[src/rtl/irq_arb_pkg.sv]
package irq_arb_pkg;
    localparam int NSRC            = 5;
    localparam int VEC_W           = 32;
    localparam int HCTL_W          = 16;
    localparam int HCTL_NMI_BIT    = 8;
    localparam int HCTL_NOSAVE_BIT = 9;
    localparam logic [VEC_W-1:0] NMI_VEC = 32'hFFFF_FEE0;

    // Vector for each maskable source; index order is the priority order.
    function automatic logic [VEC_W-1:0] mask_vec(input int unsigned idx);
        case (idx)
            0:       mask_vec = 32'hFFFF_FEC0;
            1:       mask_vec = 32'hFFFF_FEA0;
            2:       mask_vec = 32'hFFFF_FE80;
            3:       mask_vec = 32'hFFFF_FFC0;
            default: mask_vec = 32'hFFFF_FFA0;
        endcase
    endfunction

    typedef struct packed {
        logic             take;
        logic [VEC_W-1:0] vec;
        logic             save;
    } pick_t;
endpackage

[src/rtl/irq_pending.sv]
module irq_pending
    import irq_arb_pkg::*;
(
    input  logic            clk,
    input  logic            rst_n,
    input  logic [NSRC-1:0] req_i,
    input  logic            clr_wr_i,
    input  logic [NSRC-1:0] clr_mask_i,
    input  logic            nmi_set_i,
    input  logic            nmi_take_i,
    output logic [NSRC-1:0] pend_o,
    output logic            nmi_o
);
    typedef struct packed {
        logic [NSRC-1:0] pend;
        logic            nmi;
    } pst_t;

    pst_t s_d, s_q;

    always_comb begin
        s_d = s_q;
        if (clr_wr_i) s_d.pend = s_d.pend & ~clr_mask_i;
        s_d.pend = s_d.pend | req_i;          // new request wins over clear
        if (nmi_take_i) s_d.nmi = 1'b0;
        if (nmi_set_i)  s_d.nmi = 1'b1;       // new request wins over take
    end

    always_ff @(posedge clk) begin
        if (!rst_n) s_q <= '0;
        else        s_q <= s_d;
    end

    assign pend_o = s_q.pend;
    assign nmi_o  = s_q.nmi;

    assert_req_lands_R2: assert property (@(posedge clk) disable iff (!rst_n)
        (|req_i) |=> ((pend_o & $past(req_i)) == $past(req_i)));

    assert_nmi_clear_R4: assert property (@(posedge clk) disable iff (!rst_n)
        (nmi_take_i && !nmi_set_i) |=> !nmi_o);
endmodule

[src/rtl/irq_select.sv]
module irq_select
    import irq_arb_pkg::*;
(
    input  logic [NSRC-1:0] pend_i,
    input  logic [NSRC-1:0] en_i,
    input  logic            gie_i,
    input  logic            nmi_i,
    input  logic            nosave_i,
    output pick_t           pick_o
);
    logic [NSRC-1:0] live;
    logic            found;

    assign live = pend_i & en_i;

    always_comb begin
        pick_o = '0;
        found  = 1'b0;
        if (nmi_i) begin
            pick_o.take = 1'b1;
            pick_o.vec  = NMI_VEC;
            pick_o.save = !nosave_i;
        end else if (gie_i) begin
            for (int i = 0; i < NSRC; i++) begin
                if (live[i] && !found) begin
                    found       = 1'b1;
                    pick_o.take = 1'b1;
                    pick_o.vec  = mask_vec(i);
                    pick_o.save = 1'b1;
                end
            end
        end
    end
endmodule

[src/rtl/irq_arbiter.sv]
module irq_arbiter
    import irq_arb_pkg::*;
(
    input  logic              clk,
    input  logic              rst_n,
    input  logic              fetch_i,
    input  logic              gie_i,
    input  logic [NSRC-1:0]   req_i,
    input  logic              clr_wr_i,
    input  logic [NSRC-1:0]   clr_mask_i,
    input  logic              en_wr_i,
    input  logic [NSRC-1:0]   en_data_i,
    input  logic              hctl_wr_i,
    input  logic [HCTL_W-1:0] hctl_data_i,
    output logic              take_o,
    output logic [VEC_W-1:0]  vector_o,
    output logic              save_o,
    output logic              st_reset_o,
    output logic [NSRC-1:0]   pend_o,
    output logic              nmi_pend_o
);
    typedef struct packed {
        logic [NSRC-1:0]  en;
        logic             nosave;
        logic             take;
        logic [VEC_W-1:0] vec;
        logic             save;
    } ctl_t;

    ctl_t  c_d, c_q;
    pick_t pick;
    logic  nmi_set, nmi_take;

    assign nmi_set  = hctl_wr_i && hctl_data_i[HCTL_NMI_BIT];
    assign nmi_take = fetch_i && nmi_pend_o;

    irq_pending u_pending (
        .clk        (clk),
        .rst_n      (rst_n),
        .req_i      (req_i),
        .clr_wr_i   (clr_wr_i),
        .clr_mask_i (clr_mask_i),
        .nmi_set_i  (nmi_set),
        .nmi_take_i (nmi_take),
        .pend_o     (pend_o),
        .nmi_o      (nmi_pend_o)
    );

    irq_select u_select (
        .pend_i   (pend_o),
        .en_i     (c_q.en),
        .gie_i    (gie_i),
        .nmi_i    (nmi_pend_o),
        .nosave_i (c_q.nosave),
        .pick_o   (pick)
    );

    always_comb begin
        c_d = c_q;
        if (en_wr_i)   c_d.en     = en_data_i;
        if (hctl_wr_i) c_d.nosave = hctl_data_i[HCTL_NOSAVE_BIT];
        c_d.take = fetch_i && pick.take;
        c_d.save = c_d.take && pick.save;
        if (c_d.take) c_d.vec = pick.vec;
    end

    always_ff @(posedge clk) begin
        if (!rst_n) c_q <= '0;
        else        c_q <= c_d;
    end

    assign take_o     = c_q.take;
    assign vector_o   = c_q.vec;
    assign save_o     = c_q.save;
    assign st_reset_o = c_q.take;

    assert_needs_fetch_R9: assert property (@(posedge clk) disable iff (!rst_n)
        take_o |-> $past(fetch_i));

    assert_nmi_first_R10: assert property (@(posedge clk) disable iff (!rst_n)
        (fetch_i && nmi_pend_o) |=> (take_o && vector_o == NMI_VEC));

    assert_nmi_save_R5: assert property (@(posedge clk) disable iff (!rst_n)
        (fetch_i && nmi_pend_o) |=> (save_o == !$past(c_q.nosave)));

    assert_gie_gate_R6: assert property (@(posedge clk) disable iff (!rst_n)
        (fetch_i && !nmi_pend_o && !gie_i) |=> !take_o);

    assert_mask_keep_R8: assert property (@(posedge clk) disable iff (!rst_n)
        (fetch_i && !nmi_pend_o && !clr_wr_i) |=> ((pend_o & $past(pend_o)) == $past(pend_o)));
endmodule

[config.mk]
export PLATFORM = sky130hd
export DESIGN_NAME = irq_arbiter
export DESIGN_NICKNAME = d
export VERILOG_FILES = /design/src/rtl/irq_arb_pkg.sv /design/src/rtl/irq_pending.sv /design/src/rtl/irq_select.sv /design/src/rtl/irq_arbiter.sv
export SDC_FILE = /design/constraint.sdc
export NUM_CORES = 1
export LEC_CHECK = 0
export CELL_PAD_IN_SITES_DETAIL_PLACEMENT = 2
export CELL_PAD_IN_SITES_GLOBAL_PLACEMENT = 2
export CORE_UTILIZATION = 27
export CTS_CLUSTER_SIZE = 24
export DETAILED_ROUTE_END_ITERATION = 8
export PLACE_DENSITY = 0.78
export SETUP_SLACK_MARGIN = 0.3
export SLEW_MARGIN = 20
export SYNTH_ARGS = -nofsm -noshare
export SYNTH_HDL_FRONTEND = slang
export SYNTH_HIERARCHICAL = 1
export SYNTH_SLANG_ARGS = --single-unit
[constraint.sdc]
create_clock -name clk -period 3.3 [get_ports clk]
set_input_delay 0.66 -clock clk [delete_from_list [all_inputs] [get_ports clk]]
set_output_delay 0.66 -clock clk [all_outputs]
set_load 0.02 [all_outputs]
==> flow_summary.yaml <==
yosys:
  ys_top_cells_by_count: "buf_4 (62), dfxtp_1 (46), nand2_1 (36)"
  yosys_warnings: 6
  synth_compound_area_share_pct: 16.7
  synthArstFlopShare_pct: 0
  synth_area_um2: 2440
  synthTopCellsByArea: "dfxtp_1 (38%), buf_4 (19%), o21ai_2 (11%)"
  synth_xor_area_share_pct: 0
  synthMuxAreaShare_pct: 2.47
  synth_edf_count: 0
  syn_inst: 277
  synth_cell_type_count: 26
  synth_top_family_by_area: "buffers and inverters"
  synth_seq_cells: 46
  synthFlopType: "dfxtp_1"
  synth.avg_cell_area_um2: 8.79
  yosysTopAreaCell: "dfxtp_1"
  synth_top_area_share_pct: 37.8
  yosys.area_share.simple_pct: 17.7
  yosysMostFrequentCell: "buf_4"
  synthAdderAreaFrac_pct: 0
  ys_seq_area_share_pct: 37.8
layout:
  fill_cells: 966
  layout.nets: 311
  regArea_um2: 921
  num_antenna_cells: 0
  syn_to_final_growth_pct: 14.0
  multi_input_area_um2: 932
  drive_gt1_share_pct: 16.4
timing:
  fmax_ghz: 0.458
  hold_violations: 0
  max_slew_margin_pct: 37.6
  grt_setup_unrepaired: "no"
  setup_violations: 0
  min_period_ns: 2.18
  worst_pin_slew_ns: 0.937
  maxSlewViolCount: 0
  fin_skew_ns: 0.00941
  finalCritPeriodShare_pct: 66.2
  finalSetupTns_ns: 0
critical_path:
  crit_chain: "clkdlybuf4s50_1"
  cp_max_fo: 10
  crit_family: "buffers and inverters"
  cp.required_ns: 2.64
  r2r_start: "u_pending/pend_o[0]"
  worst-r2r-cell-count: 5
  r2r_end: "save_o"
  crit_type: "flip-flop to primary output"
  worst-path-buf-inv: 1
  crit_arrival_ns: 1.52
  start_kind: "flip-flop"
  r2r_slack_ns: 1.32
  cp_slowest_cell: "clkdlybuf4s50_1"
  critPathMaxStageDelay_ns: 0.68
  setup.worst_path.end_class: "primary output"
floorplanning:
  die_w_um: 97.0
  die-area_um2: 9410
  coreArea_um2: 8720
  die-height_um: 97.0
  initial_core_util_pct: 27.9
  ioPinCount: 79
  row_count: 34
hold_path:
  hold_path_class: "flip-flop to flip-flop"
  holdPathStages: 2
  hold_path.startpoint: "vector_o[31]"
  min_to: "vector_o[31]"
power_and_ir_drop:
  peakVddDrop_mv: 0.185
  power_w: 0.00121
  p_comb_share_pct: 16.3
  pwr-share-seq_pct: 49.1
  p_sw_w: 0.000327
  power.share.switching_pct: 27.0
  power_density_nw_per_um2: 436
  p_leak_nw: 0.990
  p_int_w: 0.000884
  p_clk_share_pct: 34.6
cts:
  clockBufferDepth: 2
  root_buffer: "clkbuf_8"
  cts_resized: 0
  numCtsBuffers: 5
  path_clk_slew_ns: 0.09
  htree_levels: 2
  clkLatencyLatePin_ns: 0.30
  cts.sinks: 46
  postCtsSetupRepairBufs: 0
  cts_hold_buffers: 0
  tritoncts: "built"
grt:
  grt_pass1_wl_um: 9060
  grt_use_met2_pct: 22.0
  first_global_vias: 1947
  grt_usage_pct: 11.7
  grt_max_degree: 58
  grtUsageMet1_pct: 12.9
  gr-total-overflow: 0
  antenna_found_initial: 0
  top_usage_layer: "met2"
  use_met3_pct: 3.11
detailed_routing:
  postRouteAntennaNets: 0
  finalWirelength_um: 5140
  drt_pass1_iterations: 4
  vias: 1785
  drt_iter0_drc: 48
  viasPerCell: 4.67
  drc: 0
  detail_route.wl_per_cell_um: 13.5
run:
  max-cap-violations: 0
place:
  gp_congestion: 0.662
  port_buffers: 64
  dp_hpwl_um: 3480
status:
  status: "finished clean"
## sequential cells by signal (all words and copies together), names as in the netlist
name,count
c_q,6
st_reset_o,1
save_o,1
u_pending/pend_o,5
u_pending/nmi_o,1
vector_o,32
## per-stage QoR
stage	cells	hold WS [ns]	area (um2)	utilization (%)	setup WS (ns)
floorplan	281	0.429	2450	-	0.654
detailed placement	374	0.449	2670	30.6	0.877
global placement	374	0.446	2670	30.6	0.915
finish	382	0.460	2780	31.9	1.12
CTS	382	0.464	2780	31.9	1.09
global route	382	0.485	2780	31.9	1.06
## power groups by stage
stage	combinational (W)	sequential, W	clock (W)
after floorplan	0.000181	0.000611	0
after global placement	0.000196	0.000608	0
after detailed placement	0.000200	0.000608	0
after CTS	0.000201	0.000596	0.000448
after global routing	0.000216	0.000599	0.000463
final	0.000197	0.000595	0.000419
## kinds of logic after synthesis
group,count (synthesis)
mux,6
flops,46
buf+inv,88
compound gates,53
other cells,1
simple gates,83
## per-layer routing
| metal | vias up | part of all wire, % |
|---|---|---|
| met5 | - | 0 |
| li1 | 885 | - |
| met3 | 4 | 5.0 |
| met2 | 47 | 51 |
| met4 | 0 | 0.60 |
| met1 | 849 | 44 |
## cell type report
| type | count | share of cell area (%) |
|---|---|---|
| clock buffers | 5 | 2.48 |
| clock inverters | 3 | 1.44 |
| inverters | 6 | 0.811 |
| repair buffers | 67 | 23.7 |
| flip-flops and latches | 46 | 33.2 |
| well taps | 108 | 4.86 |
| multi-input cells | 147 | 33.6 |
## worst max-delay path by stage
stage                        start          end  slack, ns  cells past startpoint
2_1_floorplan  u_pending/pend_o[0]  vector_o[7]       0.65                      7
3_3_place_gp                 gie_i       save_o       0.91                      6
3_5_place_dp                 gie_i       save_o       0.88                      6
4_1_cts            u_pending/nmi_o   nmi_pend_o       1.09                      1
5_1_grt            u_pending/nmi_o   nmi_pend_o       1.06                      1
6_report           u_pending/nmi_o   nmi_pend_o       1.12                      1
## cell usage in the layout (no fill, tap or decap), types with 2 or more instances in the layout
master | Yosys | final
nand2_1 | 36 | 36
nor2b_1 | 7 | 7
clkdlybuf4s50_1 | 0 | 63
mux2i_1 | 6 | 6
inv_1 | 6 | 6
dfxtp_1 | 46 | 46
o21ai_1 | 8 | 8
buf_4 | 62 | 3
clkbuf_8 | 0 | 5
clkinv_2 | 0 | 2
and2_1 | 3 | 3
conb_1 | 1 | 5
o21ai_0 | 2 | 2
o21ai_2 | 30 | 30
a31oi_1 | 7 | 6
nand4_1 | 32 | 32
Power figures use the tool's default switching activity.
